--- config.mk ---
export PLATFORM = sky130hd
export DESIGN_NAME = seg_addr_gen
export DESIGN_NICKNAME = d
export VERILOG_FILES = /design/src/rtl/sag_pkg.sv /design/src/rtl/sag_kon_rom.sv /design/src/rtl/sag_adder.sv /design/src/rtl/sag_nib.sv /design/src/rtl/seg_addr_gen.sv
export SDC_FILE = /design/constraint.sdc
export NUM_CORES = 1
export LEC_CHECK = 0
export BUFFER_PORTS_ARGS = -buffer_cell sky130_fd_sc_hd__buf_2
export CAP_MARGIN = 10
export CORE_ASPECT_RATIO = 1.4
export CORE_MARGIN = 10
export CORE_UTILIZATION = 40
export CTS_CLUSTER_DIAMETER = 60
export CTS_CLUSTER_SIZE = 12
export DETAILED_ROUTE_END_ITERATION = 7
export PLACE_DENSITY = 0.61
export SLEW_MARGIN = 20
export SYNTH_ARGS = -nofsm -noshare
export SYNTH_HDL_FRONTEND = slang
export SYNTH_SLANG_ARGS = --single-unit
--- constraint.sdc ---
create_clock -name clk -period 2.95 [get_ports clk]
set_input_delay 0.59 -clock clk [delete_from_list [all_inputs] [get_ports clk]]
set_output_delay 0.59 -clock clk [all_outputs]
set_load 0.005 [all_outputs]
--- src/rtl/sag_pkg.sv ---
package sag_pkg;
  typedef enum logic [2:0] {
    K_ZERO = 3'd0,
    K_P1   = 3'd1,
    K_P2   = 3'd2,
    K_M1   = 3'd3,
    K_M2   = 3'd4,
    K_M3   = 3'd5
  } kon_code_e;
endpackage

--- src/rtl/sag_kon_rom.sv ---
module sag_kon_rom #(
  parameter int SEL_W = 3,
  parameter int W     = 16
) (
  input  logic [SEL_W-1:0] sel_i,
  output logic [W-1:0]     val_o
);
  import sag_pkg::*;

  localparam logic [W-1:0] ONE = W'(1);
  localparam logic [W-1:0] TWO = W'(2);

  // Negative constants are formed in two's complement.
  always_comb begin
    val_o = '0;
    if (sel_i < SEL_W'(6)) begin
      case (kon_code_e'(sel_i[2:0]))
        K_P1:    val_o = ONE;
        K_P2:    val_o = TWO;
        K_M1:    val_o = '1;
        K_M2:    val_o = ~ONE;
        K_M3:    val_o = ~TWO;
        default: val_o = '0;
      endcase
    end
  end
endmodule

--- src/rtl/sag_adder.sv ---
module sag_adder #(
  parameter int W = 16
) (
  input  logic         clk,
  input  logic         rst_n,
  input  logic         en_i,
  input  logic [W-1:0] a_i,
  input  logic [W-1:0] b_i,
  output logic [W-1:0] sum_o
);
  logic [W-1:0] a_q, b_q, a_d, b_d;

  always_comb begin
    a_d = a_q;
    b_d = b_q;
    if (en_i) begin
      a_d = a_i;
      b_d = b_i;
    end
  end

  always_ff @(posedge clk or negedge rst_n) begin
    if (!rst_n) begin
      a_q <= '0;
      b_q <= '0;
    end else begin
      a_q <= a_d;
      b_q <= b_d;
    end
  end

  // Carry out of the top bit is dropped: the sum wraps.
  assign sum_o = a_q + b_q;

  p_opnd_hold_r8: assert property (@(posedge clk) disable iff (!rst_n)
    !en_i |=> ($stable(a_q) && $stable(b_q)));
endmodule

--- src/rtl/sag_nib.sv ---
module sag_nib #(
  parameter int NW = 4
) (
  input  logic          clk,
  input  logic          rst_n,
  input  logic          cap_i,
  input  logic          adv_i,
  input  logic [NW-1:0] nib_i,
  output logic [NW-1:0] mid_o,
  output logic [NW-1:0] nib_o
);
  logic [NW-1:0] mid_q, mid_d, out_q, out_d;

  always_comb begin
    mid_d = cap_i ? nib_i : mid_q;
    out_d = adv_i ? mid_q : out_q;
  end

  always_ff @(posedge clk or negedge rst_n) begin
    if (!rst_n) begin
      mid_q <= '0;
      out_q <= '0;
    end else begin
      mid_q <= mid_d;
      out_q <= out_d;
    end
  end

  assign mid_o = mid_q;
  assign nib_o = out_q;

  p_nib_cap_r4: assert property (@(posedge clk) disable iff (!rst_n)
    cap_i |=> (mid_q == $past(nib_i)));
endmodule

--- src/rtl/seg_addr_gen.sv ---
module seg_addr_gen #(
  parameter int SEG_W = 16,
  parameter int SHIFT = 4,
  parameter int SEL_W = 3
) (
  input  logic                   clk,
  input  logic                   rst_n,
  input  logic [SEG_W-1:0]       seg_i,
  input  logic [SEG_W-1:0]       ofs_i,
  input  logic [SEL_W-1:0]       kon_sel_i,
  input  logic                   st_ts_i,
  input  logic                   st_t0_i,
  input  logic                   st_t1_i,
  input  logic                   st_t2_i,
  output logic [SHIFT-1:0]       ad_lo_o,
  output logic [SEG_W+SHIFT-1:0] ad_hi_o,
  output logic [SEG_W-1:0]       idx_o
);
  localparam int AD_W = SEG_W + SHIFT;

  // Reset: asserted asynchronously, released on the clock.
  logic [1:0] rs_q;
  logic       rst_ns;
  always_ff @(posedge clk or negedge rst_n) begin
    if (!rst_n) rs_q <= '0;
    else        rs_q <= {rs_q[0], 1'b1};
  end
  assign rst_ns = rs_q[1];

  logic [SEG_W-1:0] kon_val, opa_d, opb_d, sum;
  logic [SEG_W-1:0] idx_q, idx_d;
  logic [AD_W-1:0]  ad_q, ad_d;
  logic [SHIFT-1:0] nib_mid;
  logic             op_en;

  sag_kon_rom #(.SEL_W(SEL_W), .W(SEG_W)) u_rom (
    .sel_i (kon_sel_i),
    .val_o (kon_val)
  );

  // Operand select: segment arithmetic on start, index update otherwise.
  always_comb begin
    opa_d = idx_q;
    opb_d = kon_val;
    if (st_ts_i) begin
      opa_d = seg_i;
      opb_d = ofs_i >> SHIFT;
    end
  end
  assign op_en = st_ts_i | st_t1_i;

  sag_adder #(.W(SEG_W)) u_add (
    .clk   (clk),
    .rst_n (rst_ns),
    .en_i  (op_en),
    .a_i   (opa_d),
    .b_i   (opb_d),
    .sum_o (sum)
  );

  sag_nib #(.NW(SHIFT)) u_nib (
    .clk   (clk),
    .rst_n (rst_ns),
    .cap_i (st_ts_i),
    .adv_i (st_t0_i),
    .nib_i (ofs_i[SHIFT-1:0]),
    .mid_o (nib_mid),
    .nib_o (ad_lo_o)
  );

  always_comb begin
    ad_d  = st_t0_i ? {sum, {SHIFT{1'b0}}} : ad_q;
    idx_d = idx_q;
    if (st_ts_i)      idx_d = ofs_i;
    else if (st_t2_i) idx_d = sum;
  end

  always_ff @(posedge clk or negedge rst_ns) begin
    if (!rst_ns) begin
      ad_q  <= '0;
      idx_q <= '0;
    end else begin
      ad_q  <= ad_d;
      idx_q <= idx_d;
    end
  end

  assign ad_hi_o = ad_q;
  assign idx_o   = idx_q;

  p_addr_r2: assert property (@(posedge clk) disable iff (!rst_ns)
    st_ts_i ##1 (st_t0_i && !st_ts_i) |=>
      ad_hi_o == {SEG_W'($past(seg_i, 2) + ($past(ofs_i, 2) >> SHIFT)), {SHIFT{1'b0}}});
  p_low_nib_r4: assert property (@(posedge clk) disable iff (!rst_ns)
    st_t0_i |=> (ad_lo_o == $past(nib_mid)));
  p_idx_load_r5: assert property (@(posedge clk) disable iff (!rst_ns)
    st_ts_i |=> (idx_o == $past(ofs_i)));
  p_upd_r6: assert property (@(posedge clk) disable iff (!rst_ns)
    (st_t1_i && !st_ts_i) ##1 (st_t2_i && !st_ts_i && !st_t1_i) |=>
      idx_o == SEG_W'($past(idx_o, 2) + $past(kon_val, 2)));
  p_ad_hold_r8: assert property (@(posedge clk) disable iff (!rst_ns)
    !st_t0_i |=> ($stable(ad_hi_o) && $stable(ad_lo_o)));
  p_idx_hold_r8: assert property (@(posedge clk) disable iff (!rst_ns)
    !(st_ts_i || st_t2_i) |=> $stable(idx_o));
endmodule

# Word-level counts from Yosys, hierarchy flattened
# Cells that the tools add are included.
# totals
in_bits	41
memories	0
ramBits	0
elab_cells	22
latchBits	0
ff_bits	74
romBits	0
# classes
n_mul	0
reduce_logical	1
addsub	1
eq_ne	5
div_mod_pow	0
n_bitwise	1
shift	0
n_lt_le_gt_ge	1
mux	6
# op_table
op	count
16-bit 2-to-1 mux	5
16-bit one-hot mux with 5 select lines	1
16-bit adder	1
3-bit by 2-bit == test with 1-bit output, second input constant	2
3-bit == test, second input constant	2
3-bit by 1-bit == test with 1-bit output, second input constant	1
3-bit less-than comparator, second input constant	1
2-bit nonzero test	1
1-bit bitwise OR	1

# Longest topological paths before layout
# depth
depth_word	4
depth_mapped	9
ltp_nobuf	9

# Hierarchy
# A second synthesis with hierarchy kept.
# unflattened
cells_unflattened	370
hier_area_um2	4286.6
# by_module_without_submodules
module	cells_each	n_inst	area_per_inst_um2	seq_area_each_um2
sag_adder	175	1	2023.2	800.8
seg_addr_gen	160	1	1844.3	850.8
sag_nib	16	1	290.3	200.2
sag_kon_rom	19	1	128.9	0.0

# Worst setup path after synthesis
# No wires, ideal clock.
# synth_path
path_kind	register to register
start	register u_add.b_q[0]
end	register ad_q[18], in the netlist ad_hi_o[18]
stages_incl_launch_ff	9
required_ns	2.825
setup_slack_ns	0.647
setup_time_ns	0.125
arrival_time_ns	2.178
period_less_slack_ns	2.303
path_cell_list	dfrtp_1 ha_1 fa_1 a21o_1 a221oi_2 o31ai_1 a221oi_2 xnor2_1 mux2_2
# synth_between
elab_chain_cells	1
# synth_rtl
item	line	rtl
start, declared	sag_adder.sv:11	logic [W-1:0] a_q, b_q, a_d, b_d;
start signal, assigned	sag_adder.sv:25	b_q <= '0;
start signal, assigned	sag_adder.sv:28	b_q <= b_d;
16-bit adder	sag_adder.sv:33	assign sum_o = a_q + b_q;
end signal, assigned	seg_addr_gen.sv:80	ad_q <= '0;
end signal, assigned	seg_addr_gen.sv:83	ad_q <= ad_d;
end, declared	seg_addr_gen.sv:32	logic [AD_W-1:0] ad_q, ad_d;
# No other way between the ends.
# A chain may end at the register's enable or synchronous reset.

# Worst setup path after layout
# layout_path
start	register u_add.b_q[0]
end	register idx_q[14], in the netlist idx_o[14]
# layout_between
elab_chain_cells	3
# layout_rtl
item	line	rtl
16-bit adder	sag_adder.sv:33	
16-bit 2-to-1 mux	seg_addr_gen.sv:75	else if (st_t2_i) idx_d = sum;
16-bit 2-to-1 mux	seg_addr_gen.sv:74	if (st_ts_i) idx_d = ofs_i;
end signal, assigned	seg_addr_gen.sv:84	idx_q <= idx_d;
end, declared	seg_addr_gen.sv:31	logic [SEG_W-1:0] idx_q, idx_d;
# No other way between the ends. The select of a mux whose other input is x is not followed.

==> impl_results.md <==
- Status: finished, final reports clean
- Simple-Gate Fraction of Synth Area: 0.0793
- Vias per std cell: approximately 5.3
- Crit path max fanout: 3
- Post-synthesis sequential area ratio: 0.498
- Unrepaired setup endpoints after global routing: false
- Worst path most repeated cell: a221oi_2
- Mux contribution to synthesized area: 0.135
- Hold_buf cts: 0
- Pin count of the biggest net entering global routing: between 40 and 50
- Main synth FF type: dfrtp_1
- RR Endpoint: idx_o[14]$_DFFE_PN0P_
- Fin. Hold Viols: 0
- Compound-cell area share of the yosys netlist: 0.161
- Post-synth top cells: dfrtp_1, o21ai_0, nand2_1
- CP Launch Type: register
- Setup_tns: 0 ns
- Synthesized area: 3570 um2
- Clock Tree Buf Depth: 2
- Synth area leaders: dfrtp_1, mux2i_1, mux2_2
- Distinct cell type count after synthesis: 36
- ANT cells: 0
- Critical path type: reg2reg
- Achievable Freq: between 300 and 400 MHz
- DR pass1 iterations: 4
- Gr usage total: 0.140
- R2r startpoint: u_add.b_q[0]$_DFFE_PN0P_
- CTS buffer count: 9
- Die area: between 10000 and 15000 um2
- Worst rel slew slack: 0.475
- Layout cells sized above 1: 0.301
- Final HPWL from detailed placement: 6660 um
- GPL Wtd Cong: approximately 0.79
- Antenna-violating nets left: 0
- CP endpoint kind: register
- Count leader, synth: dfrtp_1
- Row count: 40
- Buf/Inv on CP: 0
- Lkg Pwr: around 2.2 nW
- Worst EP arrival: about 2.9 ns
- EDFF count, synth: 0
- Syn Inst Count: roughly 330
- Antenna violations before repair: 0
- Min-delay worst type: in2async
- Number of I/O pins: 81
- Synth Area in Adders: 0.0582
- CTS root buf: clkbuf_16
- Syn_area_per_cell: 11.0 um2
- Share of Yosys cell area claimed by the top area cell type: 0.498
- Worst Clk Skew: 0.00782 ns
- Vias in the first global route: 2870
- CTS sink cnt: 71
- Final setup viols: 0
- Total number of vias: approximately 2700
- Worst EP required: between 3 and 4 ns
- Worst reg2reg path depth: 9
- Width of the die: between 90 and 100 um
- Largest delay contributor family on the critical path: compound AO/OA/AOI/OAI gates
- Placed Area: 4050 um2
- Post-cts resize count: 0
- PwrDens: roughly 740 nW/um2
- Post CTS Setup Buffer Count: 0
- Synth warn: 0
- Worst-path cell with the longest stage delay: fa_1
- Residual DRC: 0
- Die span in y: between 100 and 150 um
- GR Overflow Total: 0
- Asr flop ratio synth: 1.00
- Final non-filler cell area: 4400 um2
- Critical path's largest stage delay: 0.42 ns
- FF-to-FF setup slack: around 0.35 ns
- CTS clock-pin slew for the worst setup and hold paths: roughly 0.060 ns
- Synth Area in XOR/XNOR: 0.0344
- Final wirelength: between 8000 and 9000 um
- Initial Utilization: 0.412
- Critical path cell sequence: ha_1 > fa_1 > a21o_1 > a221oi_2 > o31ai_1 > a221oi_2 > xnor2_1 > mux2i_1 > a21oi_1
- FF+latch count, synth: 71
- Area Growth Syn to Fin: 23.3%
- TritonCTS clock tree: done
- Drt first-iter violations: between 100 and 150
- Core Box Area: around 8700 um2
- WL/cell: ~17 um
- Worst-Margin Slew: 0.788 ns
- H-tree depth: 3
- Minimum clock period: 2.60 ns
- Later-pin clock latency in the skew report: around 0.33 ns
- Yosys top cell by area: dfrtp_1
- Period utilisation layout: 0.880
- # nets final: ~460
- First-pass GRT wire length: between 10000 and 15000 um
- Max_cap viols: 0
- Final slew viol count: 0
- Maximum vdd ir drop: 0.000437 V
- Largest family of logic cells by synthesized area: compound AO/OA/AOI/OAI gates
- Port bufs: 76
[stage by stage]
step | worst slack (ns) | total power [mW] | hold WS, ns | cells | utilization
6_report | 0.354 | 3.26 | 0.0412 | 510 | 0.508
3_5_place_dp | 0.400 | 2.04 | 0.339 | 494 | 0.468
4_1_cts | 0.347 | 3.31 | 0.0359 | 510 | 0.508
3_3_place_gp | 0.430 | 2.03 | 0.339 | 494 | 0.468
2_1_floorplan | 0.647 | 1.74 | 0.294 | 328 | -
5_1_grt | 0.187 | 3.46 | 0.0299 | 510 | 0.508
[cells in the final DEF (no fill, tap or decap), drive strengths merged, types with 2 or more instances in the layout]
| cell type | count |
|---|---|
| buf | 81 |
| dfrtp | 71 |
| o21ai | 39 |
| nand2 | 37 |
| mux2i | 29 |
| mux2 | 17 |
| ha | 15 |
| a21oi | 13 |
| a221o | 12 |
| clkbuf | 11 |
| nor2 | 10 |
| xnor2 | 10 |
| a21o | 9 |
| nor2b | 7 |
| inv | 6 |
| conb | 5 |
| xor2 | 4 |
| a31oi | 3 |
| bufinv | 3 |
| nor3b | 2 |
| and3 | 2 |
| a221oi | 2 |
| nand3 | 2 |
| a31o | 2 |
| clkinvlp | 2 |
[sequential cells by signal, summed over array words and instances (netlist names)]
name	flops
u_nib.nib_o	4
u_nib.mid_o	4
ad_hi_o	16
u_add.a_q	16
rs_q	2
idx_o	16
u_add.b_q	13
[power breakdown]
group / leakage [nW] / switching, mW / internal (mW) / total (mW)
clock: 0.162 / 0.399 / 0.849 / 1.25
sequential: 0.852 / 0.111 / 1.15 / 1.26
combinational: 1.16 / 0.374 / 0.376 / 0.749
total: 2.17 / 0.884 / 2.38 / 3.26
[per-layer routing]
layer / up-vias / track usage / share of wire
met2: 64 / 0.245 / 0.54
met1: 1293 / 0.156 / 0.40
li1: 1316 / - / -
met3: 8 / 0.0425 / 0.053
met5: - / 0 / 0
met4: 0 / 0.0439 / 0.0091
[how the worst max path moves through the flow]
stage                              end  cells past startpoint                startpoint  slack, ns
3_5_place_dp     idx_o[14]$_DFFE_PN0P_                      9  u_add.b_q[0]$_DFFE_PN0P_       0.40
2_1_floorplan  ad_hi_o[18]$_DFFE_PN0P_                      8  u_add.b_q[0]$_DFFE_PN0P_       0.65
6_report         idx_o[14]$_DFFE_PN0P_                      9  u_add.b_q[0]$_DFFE_PN0P_       0.35
5_1_grt          idx_o[14]$_DFFE_PN0P_                      9  u_add.b_q[0]$_DFFE_PN0P_       0.19
4_1_cts          idx_o[14]$_DFFE_PN0P_                      9  u_add.b_q[0]$_DFFE_PN0P_       0.35
3_3_place_gp     idx_o[14]$_DFFE_PN0P_                      9  u_add.b_q[0]$_DFFE_PN0P_       0.43
[kinds of logic (layout without fill, tap and decap cells)]
family                   after synthesis  after routing
AO/OA/AOI/OAI                         86             86
flip-flops                            71             71
AND/OR/NAND/NOR                       64             64
multiplexers                          46             46
buffers and inverters                 26            103
adder cells (fa/ha/maj)               16             16
XOR/XNOR                              14             14
other                                  2              5
[worst register-to-register path, stage by stage (launching register included)]
cell,delay (ns)
dfrtp_1,0.37
ha_1,0.23
fa_1,0.42
a21o_1,0.23
a221oi_2,0.34
o31ai_1,0.20
a221oi_2,0.30
xnor2_1,0.17
mux2i_1,0.10
a21oi_1,0.16
[final cells by class]
cell class                 count  area [um2]
fill                         809        4260
sequential                    71        1780
multi-input combinational    231        1690
timing repair buffer          81         430
clock buffer                  11         243
tap                          105         131
clock inverter                 5         105
inverter                       6        22.5
Power figures use the tool's default switching activity.
